$ cat src/rtl/cfg_init_pkg.sv
package cfg_init_pkg;

  typedef enum logic [1:0] {
    ST_HOLD  = 2'd0,
    ST_CLEAR = 2'd1,
    ST_WAIT  = 2'd2,
    ST_DONE  = 2'd3
  } seq_state_t;

  // modes whose configuration clock is generated on chip
  function automatic logic mode_is_master(input logic [2:0] m);
    return (m == 3'b000) || (m == 3'b011);
  endfunction

  // 0 = 1-bit, 1 = 8-bit, 2 = 32-bit
  function automatic logic [1:0] mode_width(input logic [2:0] m);
    case (m)
      3'b011, 3'b110: return 2'd1;
      3'b001:         return 2'd2;
      default:        return 2'd0;
    endcase
  endfunction

endpackage

$ cat src/rtl/cfg_prog_filter.sv
module cfg_prog_filter #(
  parameter int MIN_PULSE = 4
) (
  input  logic clk,
  input  logic rst_n,
  input  logic prog_n_i,
  output logic hold_o
);
  localparam int CW = $clog2(MIN_PULSE + 1);
  localparam logic [CW-1:0] LIM = CW'(MIN_PULSE);

  logic          sync1_q, sync2_q;
  logic [CW-1:0] low_cnt_q, low_cnt_d;

  always_comb begin
    low_cnt_d = low_cnt_q;
    if (sync2_q)
      low_cnt_d = '0;
    else if (low_cnt_q != LIM)
      low_cnt_d = low_cnt_q + 1'b1;
  end

  always_ff @(posedge clk or negedge rst_n) begin
    if (!rst_n) begin
      sync1_q   <= 1'b1;
      sync2_q   <= 1'b1;
      low_cnt_q <= '0;
    end else begin
      sync1_q   <= prog_n_i;
      sync2_q   <= sync1_q;
      low_cnt_q <= low_cnt_d;
    end
  end

  assign hold_o = (low_cnt_q == LIM);

  // the hold request only rises after the synchronised pin was low
  a_r1_hold_needs_low: assert property (@(posedge clk) disable iff (!rst_n)
    $rose(hold_o) |-> $past(!sync2_q));

endmodule

$ cat src/rtl/cfg_frame_clear.sv
module cfg_frame_clear #(
  parameter int FRAMES = 40
) (
  input  logic clk,
  input  logic rst_n,
  input  logic run_i,
  output logic last_o
);
  localparam int FW = (FRAMES > 1) ? $clog2(FRAMES) : 1;
  localparam logic [FW-1:0] TOP = FW'(FRAMES - 1);

  logic [FW-1:0] frame_q, frame_d;

  always_comb begin
    frame_d = frame_q;
    if (!run_i || frame_q == TOP)
      frame_d = '0;
    else
      frame_d = frame_q + 1'b1;
  end

  always_ff @(posedge clk or negedge rst_n) begin
    if (!rst_n) frame_q <= '0;
    else        frame_q <= frame_d;
  end

  assign last_o = run_i && (frame_q == TOP);

  // the frame index never leaves its range
  a_r3_frame_range: assert property (@(posedge clk) disable iff (!rst_n)
    frame_q <= TOP);

endmodule

$ cat src/rtl/cfg_init_seq.sv
module cfg_init_seq
  import cfg_init_pkg::*;
#(
  parameter int FRAMES    = 40,
  parameter int MIN_PULSE = 4
) (
  input  logic       clk,
  input  logic       rst_n,
  input  logic       por_i,
  input  logic       prog_n_i,
  input  logic       jtag_prog_i,
  input  logic       init_in_i,
  input  logic       crc_err_i,
  input  logic [2:0] mode_pins_i,
  output logic       init_drive_o,
  output logic       init_done_o,
  output logic [2:0] mode_o,
  output logic       cclk_en_o,
  output logic [1:0] width_o,
  output logic       jtag_en_o
);

  seq_state_t state_q, state_d;
  logic [2:0] mode_q, mode_d;
  logic       crc_q, crc_d;
  logic       prog_hold, clr_last, restart, done;

  cfg_prog_filter #(.MIN_PULSE(MIN_PULSE)) u_prog (
    .clk(clk), .rst_n(rst_n), .prog_n_i(prog_n_i), .hold_o(prog_hold));

  cfg_frame_clear #(.FRAMES(FRAMES)) u_clear (
    .clk(clk), .rst_n(rst_n), .run_i(state_q == ST_CLEAR), .last_o(clr_last));

  assign done    = (state_q == ST_DONE);
  assign restart = por_i || prog_hold || (jtag_prog_i && done);

  always_comb begin
    state_d = state_q;
    if (restart) state_d = ST_HOLD;
    else begin
      case (state_q)
        ST_HOLD:  state_d = ST_CLEAR;
        ST_CLEAR: if (clr_last)  state_d = ST_WAIT;
        ST_WAIT:  if (init_in_i) state_d = ST_DONE;
        default:  state_d = ST_DONE;
      endcase
    end
  end

  always_comb begin
    mode_d = mode_q;
    crc_d  = crc_q;
    if (state_q == ST_HOLD) begin
      mode_d = '0;
      crc_d  = 1'b0;
    end else if (state_q == ST_WAIT && init_in_i && !restart) begin
      mode_d = mode_pins_i;
    end else if (done && crc_err_i) begin
      crc_d = 1'b1;
    end
  end

  always_ff @(posedge clk or negedge rst_n) begin
    if (!rst_n) begin
      state_q <= ST_HOLD;
      mode_q  <= '0;
      crc_q   <= 1'b0;
    end else begin
      state_q <= state_d;
      mode_q  <= mode_d;
      crc_q   <= crc_d;
    end
  end

  assign init_drive_o = (state_q == ST_HOLD) || (state_q == ST_CLEAR) || crc_q;
  assign init_done_o  = done;
  assign mode_o       = mode_q;
  assign cclk_en_o    = done && mode_is_master(mode_q);
  assign width_o      = done ? mode_width(mode_q) : 2'd0;
  assign jtag_en_o    = done;

  // a qualified program request always lands in the hold state
  a_r2_prog_holds: assert property (@(posedge clk) disable iff (!rst_n)
    prog_hold |=> (state_q == ST_HOLD));

  // the captured mode does not move while done
  a_r6_mode_stable: assert property (@(posedge clk) disable iff (!rst_n)
    (done && !restart) |=> $stable(mode_q));

  // a JTAG strobe outside done never causes a restart
  a_r10_jtag_ignored: assert property (@(posedge clk) disable iff (!rst_n)
    (jtag_prog_i && state_q == ST_WAIT && !por_i && !prog_hold) |=> (state_q != ST_HOLD));

  // clearing only ends toward the wait state
  a_r3_clear_exit: assert property (@(posedge clk) disable iff (!rst_n)
    (state_q == ST_CLEAR && !restart) |=> (state_q == ST_CLEAR || state_q == ST_WAIT));

  // the clock generator only runs once initialization is complete
  a_r8_cclk_after_done: assert property (@(posedge clk) disable iff (!rst_n)
    cclk_en_o |-> init_done_o);

endmodule

$ cat config.mk
export PLATFORM = sky130hd
export DESIGN_NAME = cfg_init_seq
export DESIGN_NICKNAME = d
export VERILOG_FILES = /design/src/rtl/cfg_init_pkg.sv /design/src/rtl/cfg_prog_filter.sv /design/src/rtl/cfg_frame_clear.sv /design/src/rtl/cfg_init_seq.sv
export SDC_FILE = /design/constraint.sdc
export NUM_CORES = 1
export LEC_CHECK = 0
export BUFFER_PORTS_ARGS = -buffer_cell sky130_fd_sc_hd__buf_2
export CELL_PAD_IN_SITES_DETAIL_PLACEMENT = 0
export CELL_PAD_IN_SITES_GLOBAL_PLACEMENT = 1
export CORE_MARGIN = 2
export CORE_UTILIZATION = 30
export DETAILED_ROUTE_END_ITERATION = 12
export HOLD_SLACK_MARGIN = 0.06
export PLACE_DENSITY = 0.71
export SYNTH_ARGS = -nofsm -noshare
export SYNTH_HDL_FRONTEND = slang
export SYNTH_SLANG_ARGS = --single-unit
$ cat constraint.sdc
create_clock -name clk -period 1.9 [get_ports clk]
set_input_delay 0.285 -clock clk [delete_from_list [all_inputs] [get_ports clk]]
set_output_delay 0.285 -clock clk [all_outputs]
set_load 0.05 [all_outputs]
# Yosys cells after proc, flatten, opt, wreduce, memory -nomap -nowiden
# Index checks and enable logic that the tools add are counted.
dict set report totals {
  reg_bits 17
  latch_bits 0
  ramBits 0
  romBits 0
  inputBits 10
  wordCells 57
  n_memories 0
}
dict set report classes {
  addsub 2
  multipliers 0
  n_div 0
  magnitude_cmp 0
  n_eq_ne 12
  n_shift 0
  muxes 14
  bitwise_logic 0
  reduce_logical 22
}
# cell count
set op_table {}
lappend op_table {{$mux 3} 4}
lappend op_table {{$ne 3x3->1 const B} 3}
lappend op_table {{$mux 2} 4}
lappend op_table {{$add 6x1->6 const B} 1}
lappend op_table {{$eq 3x3->1 const B} 2}
lappend op_table {{$eq 6x6->1 const B} 1}
lappend op_table {{$logic_and 1x1->1} 6}
lappend op_table {{$logic_or 1x1->1} 6}
lappend op_table {{$mux 6} 1}
lappend op_table {{$pmux 2 s3} 1}
lappend op_table {{$reduce_bool 2->1} 3}
lappend op_table {{$eq 2x2->1 const B} 2}
lappend op_table {{$pmux 2 s2} 1}
lappend op_table {{$reduce_and 2->1} 2}
lappend op_table {{$add 3x1->3 const B} 1}
lappend op_table {{$eq 3x1->1 const B} 1}
lappend op_table {{$eq 3x2->1 const B} 1}
lappend op_table {{$logic_not 3->1} 1}
lappend op_table {{$mux 1} 3}
lappend op_table {{$eq 2x1->1 const B} 1}
lappend op_table {{$logic_not 1->1} 2}
lappend op_table {{$logic_not 2->1} 1}
lappend op_table {{$ne 2x2->1 const B} 1}
lappend op_table {{$reduce_or 2->1} 1}

# Logic depth before layout (Yosys ltp)
dict set report depth {
  depth_word 7
  depth_mapped 5
  mapped_depth_nobuf 5
}

# Modules after synthesis
# A second synthesis with hierarchy kept.
dict set report hier_totals {
  hier_cells 74
  area_unflattened_um2 830.8
}
# mod instances cells_per_inst area_per_inst_um2 seq_area_each_um2
set modules_own_cells {}
lappend modules_own_cells {cfg_init_seq 1 30 325.3 150.1}
lappend modules_own_cells {cfg_frame_clear 1 25 276.5 150.1}
lappend modules_own_cells {cfg_prog_filter 1 19 229.0 127.6}

# Least setup slack after synthesis
# OpenSTA, ideal clock, no wires.
dict set report synth_timing {
  kind {register to output}
  start {register mode_q[0] (netlist: mode_o[0])}
  end {output port width_o[1]}
  arrival_time_ps 2367
  slack_ps -752
  stages_incl_launch_ff 2
  path_buffers 0
  cell_sequence {dfrtp_1 -> nor4b_1}
}
dict set report synth_via {
  elab_chain_len 4
}
# item line
set synth_rtl {}
lappend synth_rtl {{from (decl)} cfg_init_seq.sv:24} ;# logic [2:0] mode_q, mode_d;
lappend synth_rtl {{from (signal assigned)} cfg_init_seq.sv:70} ;# mode_q <= mode_d;
lappend synth_rtl {{$eq 3x2->1 / $eq 3x3->1 (equally long branches)} cfg_init_pkg.sv:17} ;# case (m)
lappend synth_rtl {{$reduce_or 2->1} cfg_init_pkg.sv:17}
lappend synth_rtl {{$pmux 2 s2 (*)} cfg_init_pkg.sv:17}
lappend synth_rtl {{$mux 2 (*)} cfg_init_seq.sv:79} ;# assign width_o = done ? mode_width(mode_q) : 2'd0;
lappend synth_rtl {{to (decl)} cfg_init_seq.sv:19} ;# output logic [1:0] width_o,
# Every way passes the cells marked *; elsewhere a longest branch is shown, timed or not.

# Worst setup path after layout
dict set report layout_timing {
  start {register state_q[1]}
  end {output port width_o[1]}
}
dict set report layout_via {
  elab_chain_len 2
}
# item line
set layout_rtl {}
lappend layout_rtl {{from (decl)} cfg_init_seq.sv:23} ;# seq_state_t state_q, state_d;
lappend layout_rtl {{from (signal assigned)} cfg_init_seq.sv:69} ;# state_q <= state_d;
lappend layout_rtl {{$eq 2x2->1} cfg_init_seq.sv:34} ;# assign done = (state_q == ST_DONE);
lappend layout_rtl {{$mux 2} cfg_init_seq.sv:79}
# No other way between the ends.

==> impl_metrics.prom <==
# TYPE chip_impl_metric gauge
chip_impl_metric{name="port_buffers",unit=""} 18
chip_impl_metric{name="antenna_found_initial",unit=""} 0
chip_impl_metric{name="dr_total_vias",unit=""} 657
chip_impl_info{name="worstSetupStartpointType",value="flop"} 1
chip_impl_metric{name="numCtsBuffers",unit=""} 3
chip_impl_metric{name="chipWidth",unit="um"} 58.5
chip_impl_metric{name="clkPwrFrac",unit="%"} 29.1
chip_impl_metric{name="wire_length_of_the_first_global_routing_pass",unit="um"} 2880
chip_impl_metric{name="syn_area",unit="sq um"} 891
chip_impl_metric{name="route.antenna.remaining_nets",unit=""} 0
chip_impl_metric{name="final-setup-viol-count",unit=""} 0
chip_impl_metric{name="ys_seq_elements",unit=""} 17
chip_impl_metric{name="syn_nets",unit=""} 98
chip_impl_info{name="worstReg2RegEnd",value="mode_o[2]"} 1
chip_impl_metric{name="power_leakage",unit="uW"} 0.000535
chip_impl_metric{name="yosysWarningCount",unit=""} 0
chip_impl_metric{name="timing_hold_violations_final",unit=""} 0
chip_impl_metric{name="crit_cells",unit=""} 3
chip_impl_metric{name="grt.total_usage",unit="%"} 10.9
chip_impl_metric{name="slew_violations",unit=""} 0
chip_impl_metric{name="vdd_drop_max",unit="uV"} 432
chip_impl_metric{name="cts_repair_resize_count",unit=""} 0
chip_impl_metric{name="combPwrFrac",unit="%"} 12.5
chip_impl_metric{name="sw_power",unit="uW"} 184
chip_impl_info{name="synth-main-ff-cell",value="sky130_fd_sc_hd__dfrtp_1"} 1
chip_impl_metric{name="synth_enable_flop_cells",unit=""} 0
chip_impl_metric{name="maxCapViolations",unit=""} 0
chip_impl_metric{name="worstPathMaxFanout",unit=""} 9
chip_impl_metric{name="dpl_cell_area",unit="sq um"} 1020
chip_impl_metric{name="fin_area",unit="sq um"} 1070
chip_impl_metric{name="area_growth_syn_to_layout",unit="%"} 20.4
chip_impl_metric{name="ys_seq_area_share",unit="%"} 48.0
chip_impl_metric{name="floorplan.initialDensity",unit="%"} 32.0
chip_impl_info{name="ff_to_ff_start",value="u_prog.low_cnt_q[0]"} 1
chip_impl_metric{name="layout_cells_sized_above_1",unit="%"} 31.5
chip_impl_metric{name="seq_power_share",unit="%"} 58.4
chip_impl_metric{name="yosys.cell_types.count",unit=""} 33
chip_impl_metric{name="floorplan.die.height",unit="um"} 58.5
chip_impl_info{name="cts_tree",value="built"} 1
chip_impl_metric{name="grt_remaining_overflow",unit=""} 0
chip_impl_metric{name="worst-r2r-cell-count",unit=""} 5
chip_impl_metric{name="antenna_cells",unit=""} 0
chip_impl_metric{name="p_int",unit="uW"} 501
chip_impl_metric{name="p_per_area",unit="nW/um^2"} 639
chip_impl_metric{name="postSynth.asyncResetShare",unit="%"} 100
chip_impl_metric{name="vias_per_cell",unit=""} 4.73
chip_impl_metric{name="cts_buffer_depth",unit=""} 2
chip_impl_metric{name="clock-skew-final",unit="ns"} 0.00601
chip_impl_metric{name="per_cell_routed_wire_length",unit="um"} 11.3
chip_impl_metric{name="top_level_ports",unit=""} 19
chip_impl_metric{name="routabilityCongestion",unit=""} 0.774
chip_impl_metric{name="drt_first_pass_iters",unit=""} 4
chip_impl_metric{name="final.period_utilization",unit="%"} 90.8
chip_impl_metric{name="drt_iter0_drc",unit=""} 12
chip_impl_info{name="most_frequent_cells_in_the_layout",value="sky130_fd_sc_hd__buf_2, sky130_fd_sc_hd__dfrtp_1, sky130_fd_sc_hd__nor2_1, sky130_fd_sc_hd__nand2_1, sky130_fd_sc_hd__inv_1"} 1
chip_impl_metric{name="clock_insertion_delay_worst_skew",unit="ns"} 0.29
chip_impl_metric{name="sink_count",unit=""} 17
chip_impl_metric{name="synth_cells",unit=""} 85
chip_impl_info{name="path_cells",value="nand2_1, nor4b_2, buf_2"} 1
chip_impl_metric{name="post-route-drc-count",unit=""} 0
chip_impl_info{name="worstSetupEndpoint",value="width_o[1]"} 1
chip_impl_info{name="final_common_cell",value="sky130_fd_sc_hd__buf_2"} 1
chip_impl_info{name="status",value="complete, no violations"} 1
chip_impl_metric{name="delay_of_the_slowest_critical_path_stage",unit="ns"} 0.48
chip_impl_metric{name="post-route-util",unit="%"} 38.6
chip_impl_metric{name="floorplan.rows",unit=""} 19
chip_impl_metric{name="syn-mean-instance-area",unit="sq um"} 10.5
chip_impl_metric{name="die-area",unit="sq um"} 3420
chip_impl_metric{name="grt_max_degree",unit=""} 18
chip_impl_info{name="cpMaxStageDelayCell",value="sky130_fd_sc_hd__dfrtp_1"} 1
chip_impl_metric{name="total_power",unit="uW"} 685
chip_impl_info{name="end_kind",value="output port"} 1
chip_impl_metric{name="layout.nets",unit=""} 122
chip_impl_metric{name="fp.coreArea",unit="sq um"} 2780
chip_impl_metric{name="clk_pin_slew_worst_paths",unit="ns"} 0.10
chip_impl_metric{name="timing_worst_slew_pin_value",unit="ns"} 0.388
chip_impl_metric{name="timing.fmax",unit="MHz"} 580
chip_impl_metric{name="dp.final_hpwl",unit="um"} 1240
chip_impl_info{name="grt_setup_unrepaired",value="no"} 1
chip_impl_metric{name="h-tree-depth",unit=""} 1
chip_impl_info{name="worst-setup-path-type",value="reg2out"} 1
chip_impl_metric{name="hold_ws",unit="ns"} 0.267
chip_impl_metric{name="timing.slew.headroom",unit="%"} 74.1
chip_impl_metric{name="crit_required",unit="ns"} 1.62
chip_impl_metric{name="p_sw_share",unit="%"} 26.9
chip_impl_metric{name="buffers_inserted_during_post_cts_setup_optimization",unit=""} 0
chip_impl_info{name="ctsRootBufferMaster",value="sky130_fd_sc_hd__clkbuf_4"} 1
chip_impl_metric{name="first_global_vias",unit=""} 635
chip_impl_metric{name="cts_hold_buffers",unit=""} 2
chip_impl_metric{name="regToRegSetupSlack",unit="ns"} 0.46
chip_impl_info{name="critical-path-top-delay-family",value="flip-flops"} 1
chip_impl_metric{name="finalWirelength",unit="um"} 1570
chip_impl_info{name="crit_path_start",value="state_q[1]"} 1
chip_impl_info{name="hold_path.class",value="in2reg"} 1
chip_impl_metric{name="worst-endpoint-arrival",unit="ns"} 1.44
chip_impl_metric{name="critical_path.n_buffers_inverters",unit=""} 1
chip_impl_metric{name="period_needed",unit="ns"} 1.72
flip-flops by register name, indices dropped and copies added (netlist names):
signal            flops
u_prog.sync1_q        1
u_prog.low_cnt_q      3
u_clear.frame_q       6
crc_q                 1
state_q               2
mode_o                3
u_prog.sync2_q        1
worst min-delay path: cells and delay by family:
kind	cells	cell delay, ns
buffers and inverters	2	0.19
AOI/OAI and AO/OA	1	0.05
logic make-up after synthesis:
family / after synthesis / synth area share [%]
and+or+nand+nor: 36 / 24.2
AOI/OAI and AO/OA: 15 / 12.9
xor gates and xnor gates: 6 / 5.90
adders and majority gates: 3 / 4.21
buffers and inverters: 8 / 4.78
DFF: 17 / 48.0
metal layers:
metal	global-route usage, %	vias to the layer above	part of all wire, %
met4	1.99	0	0
met5	0	-	0
met1	13.6	302	46
met3	5.05	0	7.9
met2	17.5	18	46
li1	-	337	-
power groups by stage:
stage                     sequential (uW)  combinational, uW  clock [uW]
final                                 400               85.4         199
after global routing                  405               98.7         229
after CTS                             400               88.1         213
after floorplan                       403               57.8           0
after detailed placement              407               84.6           0
after global placement                406               83.0           0
cell usage after synthesis, types with 2 or more instances:
cell type                  n  share of area (%)
sky130_fd_sc_hd__a21o_1    2                1.7
sky130_fd_sc_hd__a21oi_1   2                1.1
sky130_fd_sc_hd__a221o_1   3                3.4
sky130_fd_sc_hd__a31oi_1   4                2.8
sky130_fd_sc_hd__and2_1    3                2.1
sky130_fd_sc_hd__dfrtp_1  15                 42
sky130_fd_sc_hd__dfstp_2   2                5.9
sky130_fd_sc_hd__ha_1      3                4.2
sky130_fd_sc_hd__inv_1     5                2.1
sky130_fd_sc_hd__nand2_1   9                3.8
sky130_fd_sc_hd__nand3_1   2                1.1
sky130_fd_sc_hd__nor2_1    9                3.8
sky130_fd_sc_hd__nor3_1    2                1.1
sky130_fd_sc_hd__xnor2_1   2                2.0
sky130_fd_sc_hd__xor2_1    4                3.9
stage by stage:
step | cells | setup slack, ns | TNS [ns]
finish | 139 | 0.176 | 0
global route | 139 | 0.0371 | 0
CTS | 139 | 0.161 | 0
detailed placement | 133 | 0.473 | 0
global placement | 133 | 0.502 | 0
floorplan | 85 | -0.0811 | -0.0811
layout make-up:
| type | count | area [sq um] |
|---|---|---|
| inverter | 5 | 18.8 |
| timing repair buffer | 22 | 125 |
| tap | 31 | 38.8 |
| fill | 289 | 1710 |
| clock buffer | 3 | 22.5 |
| multi-input combinational | 60 | 432 |
| clock inverter | 1 | 7.51 |
| sequential | 17 | 428 |
how the worst min path moves through the flow:
stage | from | endpoint | cells past startpoint | slack (ns)
2_1_floorplan | rst_n | crc_q | 0 | -0.01
3_3_place_gp | rst_n | u_clear.frame_q[3] | 1 | 0.23
3_5_place_dp | rst_n | u_clear.frame_q[3] | 1 | 0.23
4_1_cts | init_in_i | state_q[0] | 3 | 0.26
5_1_grt | init_in_i | state_q[0] | 3 | 0.27
6_report | init_in_i | state_q[0] | 3 | 0.27
(Power assumes the default switching activity.)
